**src/rtl/coh_dir_pkg.sv**
```systemverilog
// Shared encodings for the directory coherence engine.
// Assumes one-bit message kinds and one-bit line status.
package coh_dir_pkg;
    typedef enum logic {
        MSG_INV   = 1'b0,
        MSG_FETCH = 1'b1
    } msg_kind_e;

    typedef enum logic {
        LN_SHARED = 1'b0,
        LN_EXCL   = 1'b1
    } line_st_e;

    typedef enum logic [2:0] {
        S_IDLE,
        S_EVAL,
        S_SEND,
        S_WAIT,
        S_COMMIT
    } eng_st_e;
endpackage

```
**src/rtl/coh_dir_store.sv**
```systemverilog
// Directory slot array: address, status and holder vector per slot.
// Fully associative lookup on one address and one write port.
// The lowest matching slot and the lowest free slot win.
// Assumes the writer never creates two valid slots with the same address.
module coh_dir_store #(
    parameter int AW   = 8,
    parameter int NC   = 4,
    parameter int NENT = 4,
    localparam int IW  = (NENT > 1) ? $clog2(NENT) : 1
) (
    input  logic          clk,
    input  logic          rst_n,
    input  logic [AW-1:0] lk_addr,
    output logic          lk_hit,
    output logic [IW-1:0] lk_idx,
    output logic          lk_excl,
    output logic [NC-1:0] lk_sharers,
    output logic [IW-1:0] free_idx,
    output logic          full,
    input  logic          wr_en,
    input  logic [IW-1:0] wr_idx,
    input  logic          wr_valid,
    input  logic          wr_excl,
    input  logic [AW-1:0] wr_addr,
    input  logic [NC-1:0] wr_sharers
);
    logic          e_valid [NENT];
    logic          e_excl  [NENT];
    logic [AW-1:0] e_addr  [NENT];
    logic [NC-1:0] e_sh    [NENT];

    for (genvar g = 0; g < NENT; g++) begin : g_slot
        // Update one slot when the write port selects it.
        always_ff @(posedge clk) begin
            if (!rst_n) begin
                e_valid[g] <= 1'b0;
                e_excl[g]  <= 1'b0;
                e_addr[g]  <= '0;
                e_sh[g]    <= '0;
            end else if (wr_en && (wr_idx == IW'(g))) begin
                e_valid[g] <= wr_valid;
                e_excl[g]  <= wr_excl;
                e_addr[g]  <= wr_addr;
                e_sh[g]    <= wr_valid ? wr_sharers : '0;
            end
        end
    end

    // Find the matching slot and the lowest free slot.
    always_comb begin
        lk_hit   = 1'b0;
        lk_idx   = '0;
        free_idx = '0;
        full     = 1'b1;
        for (int i = NENT - 1; i >= 0; i--) begin
            if (e_valid[i] && (e_addr[i] == lk_addr)) begin
                lk_hit = 1'b1;
                lk_idx = IW'(i);
            end
            if (!e_valid[i]) begin
                full     = 1'b0;
                free_idx = IW'(i);
            end
        end
    end

    // Read out the fields of the matched slot.
    always_comb begin
        lk_excl    = e_excl[lk_idx];
        lk_sharers = e_sh[lk_idx];
    end
endmodule

```
**src/rtl/coh_dir_pick.sv**
```systemverilog
// Lowest-set-bit picker used to order outbound messages by cluster.
// Assumes NC is at least 2.
module coh_dir_pick #(
    parameter int NC  = 4,
    localparam int CW = $clog2(NC)
) (
    input  logic [NC-1:0] vec,
    output logic [CW-1:0] idx,
    output logic          any
);
    // Scan from the top so the lowest set bit is kept.
    always_comb begin
        idx = '0;
        any = 1'b0;
        for (int i = NC - 1; i >= 0; i--) begin
            if (vec[i]) begin
                idx = CW'(i);
                any = 1'b1;
            end
        end
    end
endmodule

```
**src/rtl/coh_dir_ctrl.sv**
```systemverilog
// Directory coherence engine for one cluster's memory.
// Takes one request at a time. It looks the line up, works out the message
// targets and the new entry, sends the messages in ascending cluster order,
// waits for every response, then writes the entry and pulses done.
// Assumes cluster 0 is the home cluster and never appears in a holder
// vector. It also assumes each message target answers exactly once.
module coh_dir_ctrl #(
    parameter int NCLUST = 4,
    parameter int AW     = 8,
    parameter int NENT   = 4,
    localparam int CW    = $clog2(NCLUST),
    localparam int IW    = (NENT > 1) ? $clog2(NENT) : 1,
    localparam int OW    = $clog2(NCLUST + 1)
) (
    input  logic          clk,
    input  logic          rst_n,
    input  logic          req_valid,
    output logic          req_ready,
    input  logic [CW-1:0] req_src,
    input  logic [AW-1:0] req_addr,
    input  logic          req_write,
    output logic          msg_valid,
    input  logic          msg_ready,
    output logic          msg_kind,
    output logic [CW-1:0] msg_dst,
    output logic [AW-1:0] msg_addr,
    input  logic          rsp_valid,
    input  logic [CW-1:0] rsp_src,
    output logic          done_valid,
    output logic [CW-1:0] done_src,
    output logic [AW-1:0] done_addr,
    output logic          done_write,
    output logic          done_retry
);
    import coh_dir_pkg::*;

    eng_st_e           state;
    logic [CW-1:0]     r_src;
    logic [AW-1:0]     r_addr;
    logic              r_write;
    logic              r_kind;
    logic              r_retry;
    logic [NCLUST-1:0] pend;
    logic [NCLUST-1:0] awaiting;
    logic [OW-1:0]     outst;
    logic              n_wr;
    logic [IW-1:0]     n_idx;
    logic              n_valid;
    logic              n_excl;
    logic [NCLUST-1:0] n_sh;

    logic              lk_hit;
    logic [IW-1:0]     lk_idx;
    logic              lk_excl;
    logic [NCLUST-1:0] lk_sharers;
    logic [IW-1:0]     free_idx;
    logic              full;

    logic [CW-1:0]     pick_idx;
    logic              pick_any;
    logic [NCLUST-1:0] pick_bit;
    logic [NCLUST-1:0] src_bit;
    logic [NCLUST-1:0] rsp_bit;
    logic              is_home;
    logic              fire;
    logic              ack;

    logic [NCLUST-1:0] ev_pend;
    logic              ev_kind;
    logic              ev_wr;
    logic              ev_valid;
    logic              ev_excl;
    logic [NCLUST-1:0] ev_sh;
    logic              ev_retry;

    coh_dir_store #(.AW(AW), .NC(NCLUST), .NENT(NENT)) u_store (
        .clk        (clk),
        .rst_n      (rst_n),
        .lk_addr    (r_addr),
        .lk_hit     (lk_hit),
        .lk_idx     (lk_idx),
        .lk_excl    (lk_excl),
        .lk_sharers (lk_sharers),
        .free_idx   (free_idx),
        .full       (full),
        .wr_en      (state == S_COMMIT && n_wr),
        .wr_idx     (n_idx),
        .wr_valid   (n_valid),
        .wr_excl    (n_excl),
        .wr_addr    (r_addr),
        .wr_sharers (n_sh)
    );

    coh_dir_pick #(.NC(NCLUST)) u_pick (
        .vec (pend),
        .idx (pick_idx),
        .any (pick_any)
    );

    // Decode cluster ids into one-hot vectors and handshake events.
    always_comb begin
        pick_bit = NCLUST'(1) << pick_idx;
        src_bit  = NCLUST'(1) << r_src;
        rsp_bit  = NCLUST'(1) << rsp_src;
        is_home  = (r_src == '0);
        fire     = (state == S_SEND) && pick_any && msg_ready;
        ack      = ((state == S_SEND) || (state == S_WAIT)) && rsp_valid
                   && ((awaiting & rsp_bit) != '0);
    end

    // Work out message targets and the next directory entry for the request.
    always_comb begin
        ev_pend  = '0;
        ev_kind  = MSG_INV;
        ev_wr    = 1'b0;
        ev_valid = 1'b1;
        ev_excl  = LN_SHARED;
        ev_sh    = '0;
        ev_retry = 1'b0;
        if (!lk_hit) begin
            if (!is_home) begin
                if (full) begin
                    ev_retry = 1'b1;
                end else begin
                    ev_wr   = 1'b1;
                    ev_excl = LN_EXCL;
                    ev_sh   = src_bit;
                end
            end
        end else if (lk_excl) begin
            if (lk_sharers != src_bit) begin
                ev_pend = lk_sharers;
                ev_kind = MSG_FETCH;
                ev_wr   = 1'b1;
                if (is_home) begin
                    ev_valid = !r_write;
                    ev_sh    = r_write ? '0 : lk_sharers;
                end else if (r_write) begin
                    ev_excl = LN_EXCL;
                    ev_sh   = src_bit;
                end else begin
                    ev_sh = lk_sharers | src_bit;
                end
            end
        end else if (!r_write) begin
            if (!is_home) begin
                ev_wr = 1'b1;
                ev_sh = lk_sharers | src_bit;
            end
        end else begin
            ev_pend = lk_sharers & ~src_bit;
            ev_kind = MSG_INV;
            ev_wr   = 1'b1;
            if (is_home) begin
                ev_valid = 1'b0;
            end else begin
                ev_excl = LN_EXCL;
                ev_sh   = src_bit;
            end
        end
    end

    // Request sequencing: accept, evaluate, send, wait, commit.
    always_ff @(posedge clk) begin
        if (!rst_n) begin
            state   <= S_IDLE;
            r_src   <= '0;
            r_addr  <= '0;
            r_write <= 1'b0;
            r_kind  <= MSG_INV;
            r_retry <= 1'b0;
            pend    <= '0;
            n_wr    <= 1'b0;
            n_idx   <= '0;
            n_valid <= 1'b0;
            n_excl  <= 1'b0;
            n_sh    <= '0;
        end else begin
            case (state)
                S_IDLE: begin
                    if (req_valid) begin
                        r_src   <= req_src;
                        r_addr  <= req_addr;
                        r_write <= req_write;
                        state   <= S_EVAL;
                    end
                end
                S_EVAL: begin
                    pend    <= ev_pend;
                    r_kind  <= ev_kind;
                    r_retry <= ev_retry;
                    n_wr    <= ev_wr;
                    n_idx   <= lk_hit ? lk_idx : free_idx;
                    n_valid <= ev_valid;
                    n_excl  <= ev_excl;
                    n_sh    <= ev_sh;
                    state   <= (ev_pend != '0) ? S_SEND : S_COMMIT;
                end
                S_SEND: begin
                    if (fire) begin
                        pend <= pend & ~pick_bit;
                        if (pend == pick_bit) begin
                            state <= S_WAIT;
                        end
                    end
                end
                S_WAIT: begin
                    if (outst == '0) begin
                        state <= S_COMMIT;
                    end
                end
                default: begin
                    state <= S_IDLE;
                end
            endcase
        end
    end

    // Track which targets still owe a response and how many.
    always_ff @(posedge clk) begin
        if (!rst_n) begin
            awaiting <= '0;
            outst    <= '0;
        end else begin
            awaiting <= (awaiting | (fire ? pick_bit : '0)) & ~(ack ? rsp_bit : '0);
            outst    <= outst + OW'(fire) - OW'(ack);
        end
    end

    // Drive the port outputs from the sequencing state.
    always_comb begin
        req_ready  = (state == S_IDLE);
        msg_valid  = (state == S_SEND) && pick_any;
        msg_kind   = r_kind;
        msg_dst    = pick_idx;
        msg_addr   = r_addr;
        done_valid = (state == S_COMMIT);
        done_src   = r_src;
        done_addr  = r_addr;
        done_write = r_write;
        done_retry = r_retry;
    end
endmodule

```
**config.mk**
```make
export PLATFORM = sky130hd
export DESIGN_NAME = coh_dir_ctrl
export DESIGN_NICKNAME = d
export VERILOG_FILES = /design/src/rtl/coh_dir_pkg.sv /design/src/rtl/coh_dir_store.sv /design/src/rtl/coh_dir_pick.sv /design/src/rtl/coh_dir_ctrl.sv
export SDC_FILE = /design/constraint.sdc
export NUM_CORES = 1
export LEC_CHECK = 0
export ABC_CLOCK_PERIOD_IN_PS = 4300
export BUFFER_PORTS_ARGS = -buffer_cell sky130_fd_sc_hd__buf_2
export CAP_MARGIN = 20
export CORE_AREA = 5 5 103 95
export DETAILED_ROUTE_END_ITERATION = 7
export DIE_AREA = 0 0 108 100
export GPL_TIMING_DRIVEN = 0
export PLACE_DENSITY_LB_ADDON = 0.12
export SYNTH_ARGS = -nofsm -noshare
export SYNTH_HDL_FRONTEND = slang
export SYNTH_HIERARCHICAL = 1
export SYNTH_SLANG_ARGS = --single-unit
```
**constraint.sdc**
```tcl
create_clock -name clk -period 4.3 [get_ports clk]
set_clock_uncertainty 0.2 [all_clocks]
set_input_delay 0.86 -clock clk [delete_from_list [all_inputs] [get_ports clk]]
set_output_delay 0.86 -clock clk [all_outputs]
set_load 0.02 [all_outputs]
```
Yosys cells after proc, flatten, opt, wreduce, memory -nomap -nowiden
Memory sizes are Yosys's and may differ from the RTL's.
Cells that the tools add are included.
Storage, ports and cells
  register bits: 36
  RAM bits: 56
  input bits: 18
  output and inout bits: 26
  logic and storage cells: 193
  memories kept: 4
Memories
  u_store.e_addr: words 4, bits a word 8, rd ports 4, clocked after Yosys merged registers in 0, wr ports 4, RTL line coh_dir_store.sv:29  | logic [AW-1:0] e_addr [NENT];
  u_store.e_sh: words 4, bits a word 4, rd ports 1, clocked after Yosys merged registers in 0, wr ports 4, RTL line coh_dir_store.sv:30  | logic [NC-1:0] e_sh [NENT];
  u_store.e_excl: words 4, bits a word 1, rd ports 1, clocked after Yosys merged registers in 0, wr ports 4, RTL line coh_dir_store.sv:28  | logic e_excl [NENT];
  u_store.e_valid: words 4, bits a word 1, rd ports 4, clocked after Yosys merged registers in 0, wr ports 4, RTL line coh_dir_store.sv:27  | logic e_valid [NENT];
Cells by class
  $add $sub $neg: 2
  eq/ne operators: 17
  shifts and indexed selects: 3
  muxes and demuxes: 103
  bitwise logic cells: 25
  reduce and logical (&&, ||, !) cells: 25
Operators by type and width (number)
  two-way mux 4 bit: 23
  two-way mux 1 bit: 56
  == test 8 bit: 4
  two-way mux 8 bit: 4
  two-way mux 2 bit: 13
  AND 4 bit: 4
  OR 1 bit: 16
  two-way mux 3 bit: 5
  logical AND 1 bit: 13
  NOT 4 bit: 3
  one-hot mux 3 bit (4 select lines): 1
  << shifter 1 x 2 -> 4 bit, first input constant: 3
  OR 4 bit: 2
  one-hot mux 4 bit (2 select lines): 1
  nonzero test 4 bit: 2
  == test 3 x 2 -> 1 bit, second input constant: 2
  logical NOT 3 bit: 2
  == test 2 bit, second input constant: 2
  == test 4 bit: 1
  logical NOT 2 bit: 2
  inequality test 2 x 1 -> 1 bit, second input constant: 2
  inequality test 2 bit, second input constant: 2
  inequality test 4 bit: 1
  AND reduction 2 bit: 2
  9 further kinds: 9

Longest topological paths before layout
An unclocked memory read counts as a cell.
  depth in word-level cells: 14
  depth in mapped cells: 14
  depth with buffers taken out: 13

Hierarchy
The synthesis kept the hierarchy.
Modules (own cells, without submodules)
  coh_dir_store: instances 1, cells each 224, area each 2842.7 um^2, seq. area each 1661.6 um^2
  coh_dir_ctrl: instances 1, cells each 257, area each 2145.8 um^2, seq. area each 720.7 um^2
  coh_dir_pick: instances 1, cells each 7, area each 35.0 um^2, seq. area each 0.0 um^2

Worst setup path after synthesis
OpenSTA, ideal clock, no wires.
  path type: flip-flop to flip-flop
  from: register r_addr[2], in the netlist done_addr[2]
  to: register n_sh[3]
  library setup time: 125 ps
  arrival time: 3427 ps
  required time: 3975 ps
  path slack: 548 ps
  stages on the path, launching flop included: 14
  buffers on the path: 1
  clock period less this slack: 3752 ps
  cell sequence: dfxtp_1 -> clkbuf_1 -> xnor2_1 -> nand4_1 -> nor3_1 -> a21oi_1 -> nor2_1 -> mux2i_1 -> inv_1 -> ha_1 -> nor4b_1 -> a21boi_0 -> a32oi_1 -> a31oi_1
Between the ends
  elaborated cells on any way between the ends: 28
  classes of those cells: eq/ne (5); mux (16); bitwise (1); reduce/logical (4); memory (2)
RTL lines
  from (decl): RTL line coh_dir_ctrl.sv:39  | logic [AW-1:0] r_addr;
  from (signal assigned): RTL line coh_dir_ctrl.sv:183  | r_addr <= req_addr;
  == test 8 bit: RTL line coh_dir_store.sv:56  | if (e_valid[i] && (e_addr[i] == lk_addr)) begin
  logical AND 1 bit: RTL line coh_dir_store.sv:56
  two-way mux 2 bit (3 in series): RTL line coh_dir_store.sv:56
  two-way mux 2 bit (*): RTL line coh_dir_store.sv:56
  memory (4 x 4 bit) (*)
  net lk_sharers[1]: RTL line coh_dir_ctrl.sv:55  | logic [NCLUST-1:0] lk_sharers;
  inequality test 4 bit (*): RTL line coh_dir_ctrl.sv:131  | if (lk_sharers != src_bit) begin
  two-way mux 4 bit (*): RTL line coh_dir_ctrl.sv:131
  two-way mux 4 bit (*): RTL line coh_dir_ctrl.sv:130  | end else if (lk_excl) begin
  two-way mux 4 bit (*): RTL line coh_dir_ctrl.sv:120  | if (!lk_hit) begin
  to (signal assigned): RTL line coh_dir_ctrl.sv:196  | n_sh <= ev_sh;
  to (decl): RTL line coh_dir_ctrl.sv:50  | logic [NCLUST-1:0] n_sh;
Mark *: on every way through the listed nets, which the timed path passes. The rest lies on a longest branch.
A chain may end at the register's enable or synchronous reset.

Worst setup path in the final report
  from: register r_addr[7], in the netlist done_addr[7]
  to: register state[2]
Between the ends
  longest elaborated chain between the ends: 14
  elaborated cells on any way between the ends: 27
  classes of those cells: eq/ne (5); mux (14); bitwise (1); reduce/logical (5); memory (2)
Ends and longest elaborated chain
  == test 8 bit: RTL line coh_dir_store.sv:56
  logical AND 1 bit: RTL line coh_dir_store.sv:56
  two-way mux 2 bit (3 in series): RTL line coh_dir_store.sv:56
  two-way mux 2 bit (*): RTL line coh_dir_store.sv:56
  memory (4 x 4 bit) (*)
  net lk_sharers[1]: RTL line coh_dir_ctrl.sv:55
  inequality test 4 bit / AND 4 bit (equally long branches): RTL line coh_dir_ctrl.sv:131, coh_dir_ctrl.sv:151
  two-way mux 4 bit, on equally long branches: RTL line coh_dir_ctrl.sv:131, coh_dir_ctrl.sv:145
  two-way mux 4 bit (*): RTL line coh_dir_ctrl.sv:130
  two-way mux 4 bit (*): RTL line coh_dir_ctrl.sv:120
  nonzero test 4 bit (*): RTL line coh_dir_ctrl.sv:197  | state <= (ev_pend != '0) ? S_SEND : S_COMMIT;
  two-way mux 3 bit (*): RTL line coh_dir_ctrl.sv:197
  one-hot mux 3 bit (4 select lines) (*): RTL line coh_dir_ctrl.sv:179  | case (state)
  to (signal assigned): RTL line coh_dir_ctrl.sv:197
  to (decl): RTL line coh_dir_ctrl.sv:37  | eng_st_e state;
Marked as above.

==> results.ini <==
[global_route]
grt_pass1_vias = 3823
antenna_found_initial = 0
grt_pass1_wl_um = 19200
grt.total_usage_pct = 22.9
grt_max_degree = 16
globalRouteOverflowTotal = 0

[timing]
post-route-period-util_pct = 93.8
final-setup-viol-count = 0
rsz0062_at_grt = no
max_slew_margin_pct = 42.6
fmax_mhz = 248
final_critical_path_setup_slack_ns = 0.265
drv_slew = 0
finalCriticalPeriod_ns = 4.04
hold_viol = 0
tightest_slew_ns = 0.858
fin_tns_setup_ns = 0

[hold_path]
whs_path_depth = 2
hp-start = done_retry$_SDFFE_PN0P_
hold_class = flip-flop to flip-flop
hold_end = done_retry$_SDFFE_PN0P_

[placed_design]
place.port_buffers = 43
hpwl_um = 8480
dp_cells = 653
pre_cts_slack_ns = -0.360
gp_congestion = 0.910

[clocking]
root_buffer = clkbuf_8
worstSkewPairLatency_ns = 0.36
cts_buffers = 9
cts_buffer_depth = 2
cts_sinks = 92
clkTransAtPathRegs_ns = 0.09
cts_max_level = 3
cts_tree = yes

[worst_setup_path]
crit_top_cell = buf_6
timing.rr.end = state[2]$_SDFFE_PN0P_
endpoint_kind = flip-flop
start_kind = flip-flop
slowest_stage = or4b_4
critPathMaxStageDelay_ns = 0.59
path_max_fanout = 10
crit_arrival_ns = 4.12
criticalPathCategory = flip-flop to flip-flop
regToRegSetupSlack_ns = 0.26
crit_required_ns = 4.39
cp_cell_sequence = buf_6 > xnor2_1 > nand3_1 > or3_4 > a211oi_2 > buf_6 > mux2i_1 > mux2i_4 > inv_1 > ha_1 > or4b_4 > a32oi_2 > nor3b_1 > nor3_1
reg2reg_depth = 14
cp_num_buf_inv = 3
crit_family = simple AND/OR/NAND/NOR gates
r2r-start = done_addr[7]$_SDFFE_PN0P_

[power]
power_mw = 1.93
vdd_drop_max_uv = 196
cellLeakagePower_nw = 2.23
p_per_area_nw_per_um2 = 336

[drt]
dr_total_vias = 3786
avgViaCountPerCell = 5.64
drtIter0Drc = 180
post-route-drc-count = 0
wl_um = 11600
wl_per_cell_um = 17.3
dr.pass1.iters = 5
drt.antenna.violating_nets = 0

[final_layout]
finalNonFillerCells = 671
drive_above_1_share_pct = 19.6
antennaDiodeCount = 0
multi_input_area_um2 = 2390
regArea_um2 = 2390
nets = 579
nFillCells = 700
area_delta_synth_final_pct = 14.2

[run]
cap_violations = 0

[synthesis]
synth_warnings = 6
synth_ff_type = edfxtp_1
yosysTopAreaCellShare_pct = 32.3
yosysSeqAreaShare_pct = 47.4
synth_area_leaders = edfxtp_1 32%, dfxtp_1 15%, and2_1 5.2%
syn_avg_cell_area_um2 = 10.3
synthArstFlopShare_pct = 0
synth_nets = 520
synth_top_area_cell = edfxtp_1
synth-edff-count = 54
ys_types = 62
synthCells = 488
synth_seq_cells = 92
syn_area_um2 = 5020

[floorplan]
initial_core_util_pct = 59.2
die_x_um = 108
die_h_um = 100
ios = 44
die-area_um2 = 10800
coreArea_um2 = 8490
rows = 32

[run_status]
status = finished clean

logic make-up after synthesis:
group / count (synthesis) / synth area share (%)
adders and majority gates: 14 / 3.64
and+or+nand+nor: 190 / 20.9
muxes: 20 / 4.23
DFF: 92 / 47.4
xor gates and xnor gates: 34 / 6.38
AOI/OAI and AO/OA: 82 / 11.1
buffers and inverters: 56 / 6.38
layer usage:
metal	share of wire, %	wire length (um)	vias to the layer above	track usage, %
met5	0	0	-	0
met4	1.7	197	0	6.21
met3	5.8	675	19	4.24
met2	49	5710	134	38.7
met1	43	4990	1782	30.3
li1	-	-	1851	-
synth_stat cells, types with 2 or more instances:
library cell  instances
buf_6                10
edfxtp_1             54
nor2_1               22
a31o_2                2
nor3_1               11
and2_1               42
or3_1                 2
buf_4                 9
nand2_1              47
a32oi_1               5
mux2i_1              19
nand4_1               7
o311a_1               4
nor3b_2               2
clkbuf_1             17
nand2b_1             10
o211ai_1              4
dfxtp_1              38
nand4b_1              3
or4_1                 2
xnor2_2               3
a21oi_1              23
inv_1                18
a31oi_1               5
o21ai_0              15
a311oi_1              2
a211oi_1              3
nor2b_1               5
xnor2_1              30
ha_1                 13
nor3b_1               4
and3_1               17
a22o_1                2
nand3_1               6
a2bb2oi_1             3
a21boi_0              2
o31ai_1               2
flip-flops by register name, summed over array words and instances, names as in the netlist:
signal,cells
msg_kind,1
n_idx,2
done_retry,1
pend,4
u_store/e_valid,4
done_write,1
u_store/e_excl,4
n_sh,4
state,3
outst,3
u_store/e_sh,16
n_valid,1
n_excl,1
n_wr,1
done_addr,8
u_store/e_addr,32
done_src,2
awaiting,4
area by class of cell:
type	count	area share, %
clock buffers	10	2.22
inverters	19	1.24
well taps	119	2.59
flip-flops and latches	92	41.6
multi-input cells	340	41.7
plain buffers	37	4.34
repair buffers	48	4.75
clock inverters	6	1.50
worst max path at each step:
stage                             to  slack [ns]  depth (start not counted)                 startpoint
6_report       state[2]$_SDFFE_PN0P_        0.26                         14  done_addr[7]$_SDFFE_PN0P_
5_1_grt         pend[1]$_SDFFE_PN0P_        0.07                         14  done_addr[6]$_SDFFE_PN0P_
4_1_cts        state[2]$_SDFFE_PN0P_        0.03                         14  done_addr[2]$_SDFFE_PN0P_
3_5_place_dp    n_sh[3]$_SDFFE_PN0P_       -0.36                         13  done_addr[2]$_SDFFE_PN0P_
3_3_place_gp    n_sh[3]$_SDFFE_PN0P_       -0.27                         13  done_addr[2]$_SDFFE_PN0P_
2_1_floorplan   n_sh[3]$_SDFFE_PN0P_        0.55                         13  done_addr[2]$_SDFFE_PN0P_
power by group:
group / total [mW] / internal, mW / leakage [nW] / switching (mW)
clock network: 0.626 / 0.328 / 0.107 / 0.298
registers: 0.998 / 0.965 / 0.869 / 0.0333
logic: 0.303 / 0.123 / 1.25 / 0.180
total: 1.93 / 1.42 / 2.23 / 0.511
repair_timing:
action / in CTS / in global routing
buffers inserted: 0 / 2
resized for setup: 6 / 11
cloned: 0 / 0
hold buffers: 0 / 0
pin swaps: 0 / 1
endpoints found under the setup margin: 14 / 14
metrics by stage:
step	hold slack, ns	util, %	area (um2)
floorplan	0.227	-	5020
global placement	0.238	63.5	5390
detailed placement	0.242	63.8	5420
CTS	0.254	66.6	5660
global route	0.264	67.6	5740
finish	0.250	67.6	5740
layout by cell type (no fill, tap or decap), types with 3 or more instances in the layout:
cell type  count
buf_2         44
o311a_1        4
dfxtp_2        5
nor2_1        21
a21oi_1       23
nand2_1       47
clkbuf_8       9
a31oi_1        5
a2bb2oi_1      3
buf_4         11
a211oi_1       3
inv_1         18
clkbuf_1      18
buf_6         12
xnor2_2        3
o211ai_1       4
o21ai_0       12
nor3_1        10
and3_1        17
nand2b_1      10
ha_1          13
a32oi_1        4
nand4b_1       3
o21ai_1        3
mux2i_1       16
nand4_1        7
nor3b_1        4
and2_1        42
edfxtp_1      54
mux2i_4        3
nand3_1        6
xnor2_1       30
dfxtp_1       33
nor2b_1        5
worst min-delay path, stage by stage (launching register included):
cell     delay (ns)
dfxtp_1        0.31
nand2_1        0.05
a21oi_1        0.05
No activity file was read; power rests on OpenSTA's default activity.
